### config.mk
export PLATFORM = sky130hd
export DESIGN_NAME = irq_ack_core
export DESIGN_NICKNAME = d
export VERILOG_FILES = /design/src/rtl/irq_ack_pkg.sv /design/src/rtl/prio_lifo.sv /design/src/rtl/req_ctrl.sv /design/src/rtl/reg_port.sv /design/src/rtl/irq_ack_core.sv
export SDC_FILE = /design/constraint.sdc
export NUM_CORES = 1
export LEC_CHECK = 0
export ABC_AREA = 1
export BUFFER_PORTS_ARGS = -buffer_cell sky130_fd_sc_hd__buf_2
export CAP_MARGIN = 15
export CORE_ASPECT_RATIO = 1.5
export CORE_MARGIN = 2
export CORE_UTILIZATION = 58
export CTS_CLUSTER_SIZE = 14
export DETAILED_ROUTE_END_ITERATION = 10
export PLACE_DENSITY_LB_ADDON = 0.12
export SYNTH_ARGS = -nofsm -noshare
export SYNTH_HDL_FRONTEND = slang
export SYNTH_SLANG_ARGS = --single-unit
### constraint.sdc
create_clock -name clk -period 2.5 [get_ports clk]
set_input_delay 0 -clock clk [delete_from_list [all_inputs] [get_ports clk]]
set_output_delay 0 -clock clk [all_outputs]
set_load 0.02 [all_outputs]
### src/rtl/irq_ack_pkg.sv
package irq_ack_pkg;
  localparam int REG_ADDR_W = 2;

  typedef enum logic [REG_ADDR_W-1:0] {
    RA_CTRL = 2'd0,
    RA_ACK  = 2'd1,
    RA_EOI  = 2'd2,
    RA_STAT = 2'd3
  } reg_addr_e;
endpackage

### src/rtl/prio_lifo.sv
module prio_lifo #(
  parameter int DEPTH  = 16,
  parameter int PRIO_W = 4
) (
  input  logic              clk,
  input  logic              rst,
  input  logic              push,
  input  logic              pop,
  input  logic [PRIO_W-1:0] push_val,
  output logic [PRIO_W-1:0] top_val,
  output logic              ovf
);
  localparam int CNT_W = $clog2(DEPTH + 1);
  localparam int IDX_W = (DEPTH > 1) ? $clog2(DEPTH) : 1;
  localparam logic [CNT_W-1:0] FULL = CNT_W'(DEPTH);
  localparam logic [CNT_W-1:0] ONE  = CNT_W'(1);

  logic [PRIO_W-1:0] mem [DEPTH];
  logic [CNT_W-1:0]  count;
  logic [CNT_W-1:0]  top_idx;

  assign top_idx = count - ONE;
  assign top_val = (count == '0) ? '0 : mem[top_idx[IDX_W-1:0]];

  // storage without reset so it maps onto RAM
  always_ff @(posedge clk) begin
    if (push) begin
      if (count == FULL) mem[DEPTH-1] <= push_val;
      else               mem[count[IDX_W-1:0]] <= push_val;
    end
  end

  always_ff @(posedge clk) begin
    if (rst) begin
      count <= '0;
      ovf   <= 1'b0;
    end else if (push) begin
      if (count == FULL) ovf <= 1'b1;
      else               count <= count + ONE;
    end else if (pop) begin
      if (count != '0) count <= count - ONE;
    end
  end


  push_pop_excl_chk: assert property (@(posedge clk) disable iff (rst) !(push && pop));

  push_grows_chk: assert property (@(posedge clk) disable iff (rst)
    (push && count != FULL) |=> count == $past(count) + ONE);

  pop_empty_chk: assert property (@(posedge clk) disable iff (rst)
    (pop && count == '0) |=> count == '0);

  ovf_sticky_chk: assert property (@(posedge clk) disable iff (rst) ovf |=> ovf);
endmodule

### src/rtl/req_ctrl.sv
module req_ctrl #(
  parameter int VEC_W  = 8,
  parameter int PRIO_W = 4
) (
  input  logic              clk,
  input  logic              rst,
  input  logic              hw_mode,
  input  logic              win_valid,
  input  logic [VEC_W-1:0]  win_vec,
  input  logic [PRIO_W-1:0] win_prio,
  input  logic [PRIO_W-1:0] cur_prio,
  input  logic              ack,
  output logic              irq_req,
  output logic [VEC_W-1:0]  irq_vec,
  output logic [VEC_W-1:0]  lat_vec,
  output logic [PRIO_W-1:0] lat_prio
);
  logic set_req;

  assign set_req = !irq_req && win_valid && (win_prio > cur_prio);

  always_ff @(posedge clk) begin
    if (rst) begin
      irq_req  <= 1'b0;
      lat_vec  <= '0;
      lat_prio <= '0;
    end else if (ack) begin
      irq_req <= 1'b0;
    end else if (set_req) begin
      irq_req  <= 1'b1;
      lat_vec  <= win_vec;
      lat_prio <= win_prio;
    end
  end

  always_ff @(posedge clk) begin
    if (rst)          irq_vec <= '0;
    else if (!hw_mode) irq_vec <= '0;
    else if (set_req)  irq_vec <= win_vec;
  end


  req_rise_chk: assert property (@(posedge clk) disable iff (rst)
    $rose(irq_req) |-> $past(win_valid && (win_prio > cur_prio)));

  req_gap_chk: assert property (@(posedge clk) disable iff (rst) ack |=> !irq_req);

  sw_vec_zero_chk: assert property (@(posedge clk) disable iff (rst)
    !hw_mode |=> irq_vec == '0);

  hw_vec_load_chk: assert property (@(posedge clk) disable iff (rst)
    (hw_mode && $rose(irq_req)) |-> irq_vec == lat_vec);
endmodule

### src/rtl/reg_port.sv
module reg_port
  import irq_ack_pkg::*;
#(
  parameter int VEC_W  = 8,
  parameter int PRIO_W = 4,
  parameter int DATA_W = 8
) (
  input  logic                  clk,
  input  logic                  rst,
  input  logic                  reg_wr,
  input  logic                  reg_rd,
  input  logic [REG_ADDR_W-1:0] reg_addr,
  input  logic [DATA_W-1:0]     reg_wdata,
  input  logic                  irq_req,
  input  logic [VEC_W-1:0]      lat_vec,
  input  logic [PRIO_W-1:0]     cur_prio,
  input  logic                  stk_ovf,
  output logic                  hw_mode,
  output logic                  ack_rd,
  output logic                  eoi_wr,
  output logic [DATA_W-1:0]     reg_rdata
);
  logic [DATA_W-1:0] ctrl_q;
  logic [DATA_W-1:0] rd_mux;

  assign hw_mode = ctrl_q[0];
  assign ack_rd  = reg_rd && (reg_addr_e'(reg_addr) == RA_ACK);
  assign eoi_wr  = reg_wr && (reg_addr_e'(reg_addr) == RA_EOI);

  always_comb begin
    rd_mux = '0;
    case (reg_addr_e'(reg_addr))
      RA_CTRL: rd_mux = ctrl_q;
      RA_ACK:  if (irq_req) rd_mux[VEC_W-1:0] = lat_vec;
      RA_STAT: begin
        rd_mux[PRIO_W-1:0] = cur_prio;
        rd_mux[DATA_W-1]   = stk_ovf;
      end
      default: rd_mux = '0;
    endcase
  end

  always_ff @(posedge clk) begin
    if (rst) begin
      ctrl_q    <= '0;
      reg_rdata <= '0;
    end else begin
      if (reg_wr && (reg_addr_e'(reg_addr) == RA_CTRL)) ctrl_q <= reg_wdata;
      reg_rdata <= reg_rd ? rd_mux : '0;
    end
  end


  mode_write_chk: assert property (@(posedge clk) disable iff (rst)
    (reg_wr && reg_addr == 2'd0) |=> hw_mode == $past(reg_wdata[0]));
endmodule

### src/rtl/irq_ack_core.sv
module irq_ack_core #(
  parameter int VEC_W      = 8,
  parameter int PRIO_W     = 4,
  parameter int DATA_W     = 8,
  parameter int LIFO_DEPTH = 16
) (
  input  logic              clk,
  input  logic              rst,
  input  logic              win_valid,
  input  logic [VEC_W-1:0]  win_vec,
  input  logic [PRIO_W-1:0] win_prio,
  input  logic              cpu_ack,
  input  logic              reg_wr,
  input  logic              reg_rd,
  input  logic [1:0]        reg_addr,
  input  logic [DATA_W-1:0] reg_wdata,
  output logic [DATA_W-1:0] reg_rdata,
  output logic              irq_req,
  output logic [VEC_W-1:0]  irq_vec,
  output logic              hw_vec_en,
  output logic [PRIO_W-1:0] cur_prio
);
  logic              hw_mode;
  logic              ack_rd;
  logic              eoi_wr;
  logic              ack_evt;
  logic              push;
  logic              pop;
  logic [PRIO_W-1:0] top_val;
  logic              stk_ovf;
  logic [VEC_W-1:0]  lat_vec;
  logic [PRIO_W-1:0] lat_prio;

  assign ack_evt   = irq_req && (hw_mode ? cpu_ack : ack_rd);
  assign push      = ack_evt && !eoi_wr;
  assign pop       = eoi_wr && !ack_evt;
  assign hw_vec_en = hw_mode;

  reg_port #(.VEC_W(VEC_W), .PRIO_W(PRIO_W), .DATA_W(DATA_W)) u_regs (
    .clk(clk), .rst(rst), .reg_wr(reg_wr), .reg_rd(reg_rd), .reg_addr(reg_addr),
    .reg_wdata(reg_wdata), .irq_req(irq_req), .lat_vec(lat_vec), .cur_prio(cur_prio),
    .stk_ovf(stk_ovf), .hw_mode(hw_mode), .ack_rd(ack_rd), .eoi_wr(eoi_wr),
    .reg_rdata(reg_rdata)
  );

  req_ctrl #(.VEC_W(VEC_W), .PRIO_W(PRIO_W)) u_req (
    .clk(clk), .rst(rst), .hw_mode(hw_mode), .win_valid(win_valid), .win_vec(win_vec),
    .win_prio(win_prio), .cur_prio(cur_prio), .ack(ack_evt), .irq_req(irq_req),
    .irq_vec(irq_vec), .lat_vec(lat_vec), .lat_prio(lat_prio)
  );

  prio_lifo #(.DEPTH(LIFO_DEPTH), .PRIO_W(PRIO_W)) u_lifo (
    .clk(clk), .rst(rst), .push(push), .pop(pop), .push_val(cur_prio),
    .top_val(top_val), .ovf(stk_ovf)
  );

  always_ff @(posedge clk) begin
    if (rst)          cur_prio <= '0;
    else if (ack_evt) cur_prio <= lat_prio;
    else if (eoi_wr)  cur_prio <= top_val;
  end


  collide_prio_chk: assert property (@(posedge clk) disable iff (rst)
    (ack_evt && eoi_wr) |=> cur_prio == $past(lat_prio));

  idle_ack_chk: assert property (@(posedge clk) disable iff (rst)
    (!irq_req && !eoi_wr) |=> cur_prio == $past(cur_prio));

  sw_pin_ignored_chk: assert property (@(posedge clk) disable iff (rst)
    (!hw_mode && irq_req && !ack_rd && !eoi_wr) |=> irq_req && cur_prio == $past(cur_prio));
endmodule

# Yosys cells after proc, flatten, opt, wreduce, memory -nomap -nowiden
# Memories as Yosys holds them, arrays and structs flattened.
# Cells that the tools add are included.
[classes]
addsub = 2
multipliers = 0
div_mod_pow = 0
order_cmp = 1
eq_ne = 5
shift = 0
n_mux = 21
n_bitwise = 3
reduce_logical = 24
[op_table]
columns = ["operator", "n"]
rows = [
  ["4-bit two-way mux", 5],
  ["5-bit two-way mux", 4],
  ["4-bit one-hot mux with 3 select lines", 1],
  ["1-bit logical AND", 8],
  ["1-bit two-way mux", 8],
  ["8-bit two-way mux", 1],
  ["3-bit one-hot mux with 2 select lines", 1],
  ["2-bit nonzero test", 3],
  ["2-bit OR reduction", 3],
  ["5-bit by 1-bit adder with 5-bit output, second input constant", 1],
  ["5-bit == test, second input constant", 1],
  ["5-bit logical NOT", 1],
  ["5-bit nonzero test", 1],
  ["5-bit by 1-bit subtractor with 5-bit output, second input constant", 1],
  ["2-bit == test, second input constant", 2],
  ["4-bit > comparator", 1],
  ["2-bit AND reduction", 2],
  ["4-bit OR reduction", 1],
  ["1-bit logical NOT", 3],
  ["1-bit inverter", 3],
  ["1-bit one-hot mux with 3 select lines", 1],
  ["3-bit AND reduction", 1],
  ["2-bit by 1-bit == test with 1-bit output, second input constant", 1],
  ["2-bit logical NOT", 1],
  ["2-bit inequality test, second input constant", 1],
]
[totals]
regBits = 47
latch_bits = 0
mem_bits_rw = 64
rom_bits = 0
out_inout_bits = 22
memories = 1
[memory_table]
columns = ["memory", "words", "word_bits", "read_ports", "rd_ports_with_merged_regs", "wr", "line_no", "rtl"]
rows = [
  ["u_lifo.mem", 16, 4, 1, 0, 1, "prio_lifo.sv:18", "logic [PRIO_W-1:0] mem [DEPTH];"],
]

# Longest topological paths before layout
[logic_depth]
ltp_word = 9
mapped_depth = 13
ltp_nobuf = 12

# Cells and area by module
# Synthesis repeated with hierarchy kept, for this count alone.
[hier_totals]
hier_cells = 633
hier_area_um2 = 5411.4
[by_module_without_submodules]
columns = ["module", "instances", "cells_each", "area_per_inst_um2", "seq_area_each_um2"]
rows = [
  ["prio_lifo", 1, 313, 3238.1, 2042.0],
  ["req_ctrl", 1, 164, 1093.5, 420.4],
  ["reg_port", 1, 109, 788.3, 320.3],
  ["irq_ack_core", 1, 47, 291.5, 80.1],
]

# Worst setup path after synthesis
# OpenSTA, ideal clock, no wires.
[synth_timing]
kind = "reg-to-reg"
start = "register u_regs.ctrl_q[0]"
end = "memory u_lifo.mem[0][0] (enable)"
setup_ns = 0.361
arrival_time_ns = 1.757
required_ns = 2.139
setup_slack_ns = 0.381
stages_incl_launch_ff = 12
path_buffers = 1
cell_sequence = "dfxtp_1 inv_1 nand4_1 nand2_1 nand2_1 inv_2 ha_1 buf_2 nand2_1 inv_2 nand3_1 nor3_1"
[synth_between]
elab_chain_cells = 7
word_cells_on_any_way = 10
cone_classes = "mux (7); reduce/logical (3)"
[synth_rtl]
columns = ["element", "line_no", "rtl"]
rows = [
  ["from (decl)", "reg_port.sv:23", "logic [DATA_W-1:0] ctrl_q;"],
  ["from (signal assigned)", "reg_port.sv:48", "if (reg_wr && (reg_addr_e'(reg_addr) == RA_CTRL)) ctrl_q <= reg_wdata;"],
  ["1-bit two-way mux *", "irq_ack_core.sv:34", "assign ack_evt = irq_req && (hw_mode ? cpu_ack : ack_rd);"],
  ["1-bit logical AND *", "irq_ack_core.sv:34", ""],
  ["1-bit logical AND *", "irq_ack_core.sv:35", "assign push = ack_evt && !eoi_wr;"],
  ["1-bit two-way mux", "prio_lifo.sv:27", "if (push) begin"],
  ["1-bit two-way mux (implied by the code)", "prio_lifo.sv:29", "else mem[count[IDX_W-1:0]] <= push_val;"],
  ["4-bit OR reduction (no source line)", "n/a", ""],
  ["4-bit two-way mux (no source line) / 1-bit two-way mux (equally long branches)", "n/a", ""],
  ["to (decl)", "prio_lifo.sv:18", ""],
]
# Every way passes the cells marked *; elsewhere a longest branch is shown, timed or not.

# Worst setup path after layout
[layout_timing]
start = "register u_regs.ctrl_q[0]"
end = "memory u_lifo.mem[4][3] (enable)"
# Same word-level chain as after synthesis.

==> results.cfg <==
[yosys]
synth_mux_area_share_pct = 0
yosysTopAreaCellShare_pct = 39.7
syn_avg_cell_area_um2 = 9.37
yosysSeqAreaShare_pct = 59.1
synthTopCellsByArea = edfxtp_1 40%, dfxtp_1 19%, nand2_1 9.7%
syn-instance-count = 517
ys_types = 35
syn_area_um2 = 4840
synth_top_area_cell = edfxtp_1
ys_warn_count = 0
synth_top_family_by_area = simple AND/OR/NAND/NOR gates
synthSimpleGateAreaFrac_pct = 22.8
synth_nets = 555
synth_xor_area_share_pct = 1.39
synth_seq_cells = 111
synth-adder-area-share_pct = 2.58
synth_compound_area_share_pct = 8.09

[placement]
numPortBuffers = 49
globalplace.congestion = 0.866
placed_cells = 663
hpwl_mm = 7.91

[layout]
finalNonFillerCells = 700
area_growth_pct = 17.2
n_antenna_cell = 0
drive_above_1_share_pct = 16.1
fin_nets = 628

[floorplanning]
core-area_um2 = 8060
fp.dieH_um = 116
dieArea_um2 = 9110
io_pins = 50
start_util_pct = 60.1
num_rows = 40
chipWidth_um = 78.6

[setup_path]
crit_fanout = 8
critical-path-max-stage-delay_ns = 0.38
critical_path_class = flop to flop
slowest_stage = nor2_1
crit_top_cell = nand2_1
cp-end-kind = flop
critPathLaunchType = flop
worstPathRequired_ns = 2.52
crit_chain = inv_1, nand4_1, nand2_1, nand2_1, inv_2, ha_1, nand2_1, inv_2, nand4_1, nor2_1
crit_arrival_ns = 2.19

[timing]
period_needed_ns = 2.17
finalSetupViolations = 0
rsz0062_at_grt = no
fmax_mhz = 460
report.final.slew_viol_count = 0
maxSlewHeadroom_pct = 57.0
hold_violations = 0
finalClockSkew_ns = 0.00650
period_share_pct = 86.9
tns_ns = 0
tightest_slew_ns = 0.644

[detailed_routing]
drt_iter0_markers = 325
ant_nets = 0
drt-total-wl_mm = 11.4
num_vias = 3800
wl_per_cell_um = 16.3
detail_route.vias_per_cell = 5.43
firstDrtPassIters = 5
drc = 0

[grt]
grt-ovfl-total = 0
grt_max_degree = 40
grt_first_pass_wirelength_mm = 18.2
grt_pass1_vias = 3854
antenna_found_initial = 0
grt_use_total_pct = 27.0

[power_and_ir_drop]
ir_drop_mv = 0.460
power.density_nw_per_um2 = 695
p_leak_nw = 2.35
fin_total_pwr_mw = 3.94

[flow_run]
drv_cap = 0

[clocking]
ctsResizeCount = 0
cts_tree = yes
post_cts_buffers = 0
cts_root_buf = clkbuf_16
cts_max_path_buffers = 2
cts_buffers = 9
ctsHoldBuffers = 21
cts_sinks = 111
h-tree-depth = 3
clkLatencyLatePin_ns = 0.35
clkTransAtPathRegs_ns = 0.07

[hold_path]
min_path_type = primary input to flop

[run_status]
outcome = complete, no violations
[flip-flops by register name (all words and copies together) (netlist names)]
| register | cells |
|---|---|
| cur_prio | 4 |
| u_lifo.count | 5 |
| u_req.lat_prio | 4 |
| u_lifo.ovf | 1 |
| u_regs.ctrl_q | 8 |
| u_regs.reg_rdata | 8 |
| u_req.lat_vec | 8 |
| u_req.irq_req | 1 |
| u_lifo.mem | 64 |
| u_req.irq_vec | 8 |
[stage by stage]
stage                     setup WS (ns)  hold slack (ns)  area [um^2]  utilization, %
after global placement            0.487            0.240         5170            64.1
after global routing              0.143           0.0568         5680            70.5
after floorplan                   0.381            0.146         4840               -
final                             0.327           0.0417         5680            70.5
after CTS                         0.349           0.0379         5680            70.5
after detailed placement          0.385            0.254         5170            64.1
[metal layers]
| layer | global-route usage (%) | share of wire, % | vias up |
|---|---|---|---|
| li1 | - | - | 1880 |
| met1 | 28.2 | 38 | 1755 |
| met2 | 52.0 | 55 | 134 |
| met3 | 5.22 | 4.3 | 31 |
| met4 | 11.6 | 3.5 | 0 |
| met5 | 0 | 0 | - |
[worst max-delay path, delay by kind of cell, from the launching register on]
kind                       cells  cell delay [ns]
DFF                            1             0.34
and+or+nand+nor                6             0.95
buffers and inverters          3             0.37
adders and majority gates      1             0.18
[worst paths after layout]
path | endpoint | cells after the start | slack, ns | from
max reg2reg | u_lifo.mem[4][3] | 10 | 0.33 | u_regs.ctrl_q[0]
min reg2reg | u_req.irq_vec[0] | 2 | 0.47 | u_req.irq_vec[0]
min | u_regs.reg_rdata[4] | 4 | 0.04 | reg_addr[1]
max | u_lifo.mem[4][3] | 10 | 0.33 | u_regs.ctrl_q[0]
[cells by family (layout without fill, tap and decap cells)]
group / Yosys count / count (layout)
flops: 111 / 111
simple gates: 261 / 261
buf+inv: 62 / 140
xor+xnor: 6 / 6
compound gates: 67 / 67
fa+ha+maj: 10 / 10
[cells in the final DEF (no fill, tap or decap), drive strengths merged, types with 4 or more instances in the layout]
cell type,instances
a21oi,30
a221oi,4
buf,58
clkbuf,12
dfxtp,47
dlygate4sd3,21
edfxtp,64
ha,10
inv,45
nand2,126
nand3,64
nand4,4
nor2,65
o21ai,30
xor2,4
[cell usage after synthesis, drive strengths merged]
library cell / instances
nand2: 126
nor3: 2
nand3: 64
dfxtp: 47
xnor2: 2
inv: 45
a32o: 1
o21ai: 30
a221oi: 4
ha: 10
edfxtp: 64
nor2: 65
nand4: 4
xor2: 4
buf: 16
o211ai: 2
clkbuf: 1
a21oi: 30
[area by class of cell]
cell class / count / area, um^2
Clock buffer: 12 / 256
Clock inverter: 4 / 43.8
Fill cell: 630 / 2380
Inverter: 45 / 169
Multi-Input combinational cell: 344 / 1690
Sequential cell: 111 / 2860
Tap cell: 105 / 131
Timing Repair Buffer: 79 / 523
[where the power goes]
part | switching, mW | internal (mW) | total (mW) | leakage (nW)
logic | 0.328 | 0.167 | 0.495 | 1.20
registers | 0.0368 | 1.98 | 2.01 | 0.990
clock network | 0.610 | 0.825 | 1.43 | 0.150
total | 0.975 | 2.97 | 3.94 | 2.35
(Power assumes the default switching activity.)
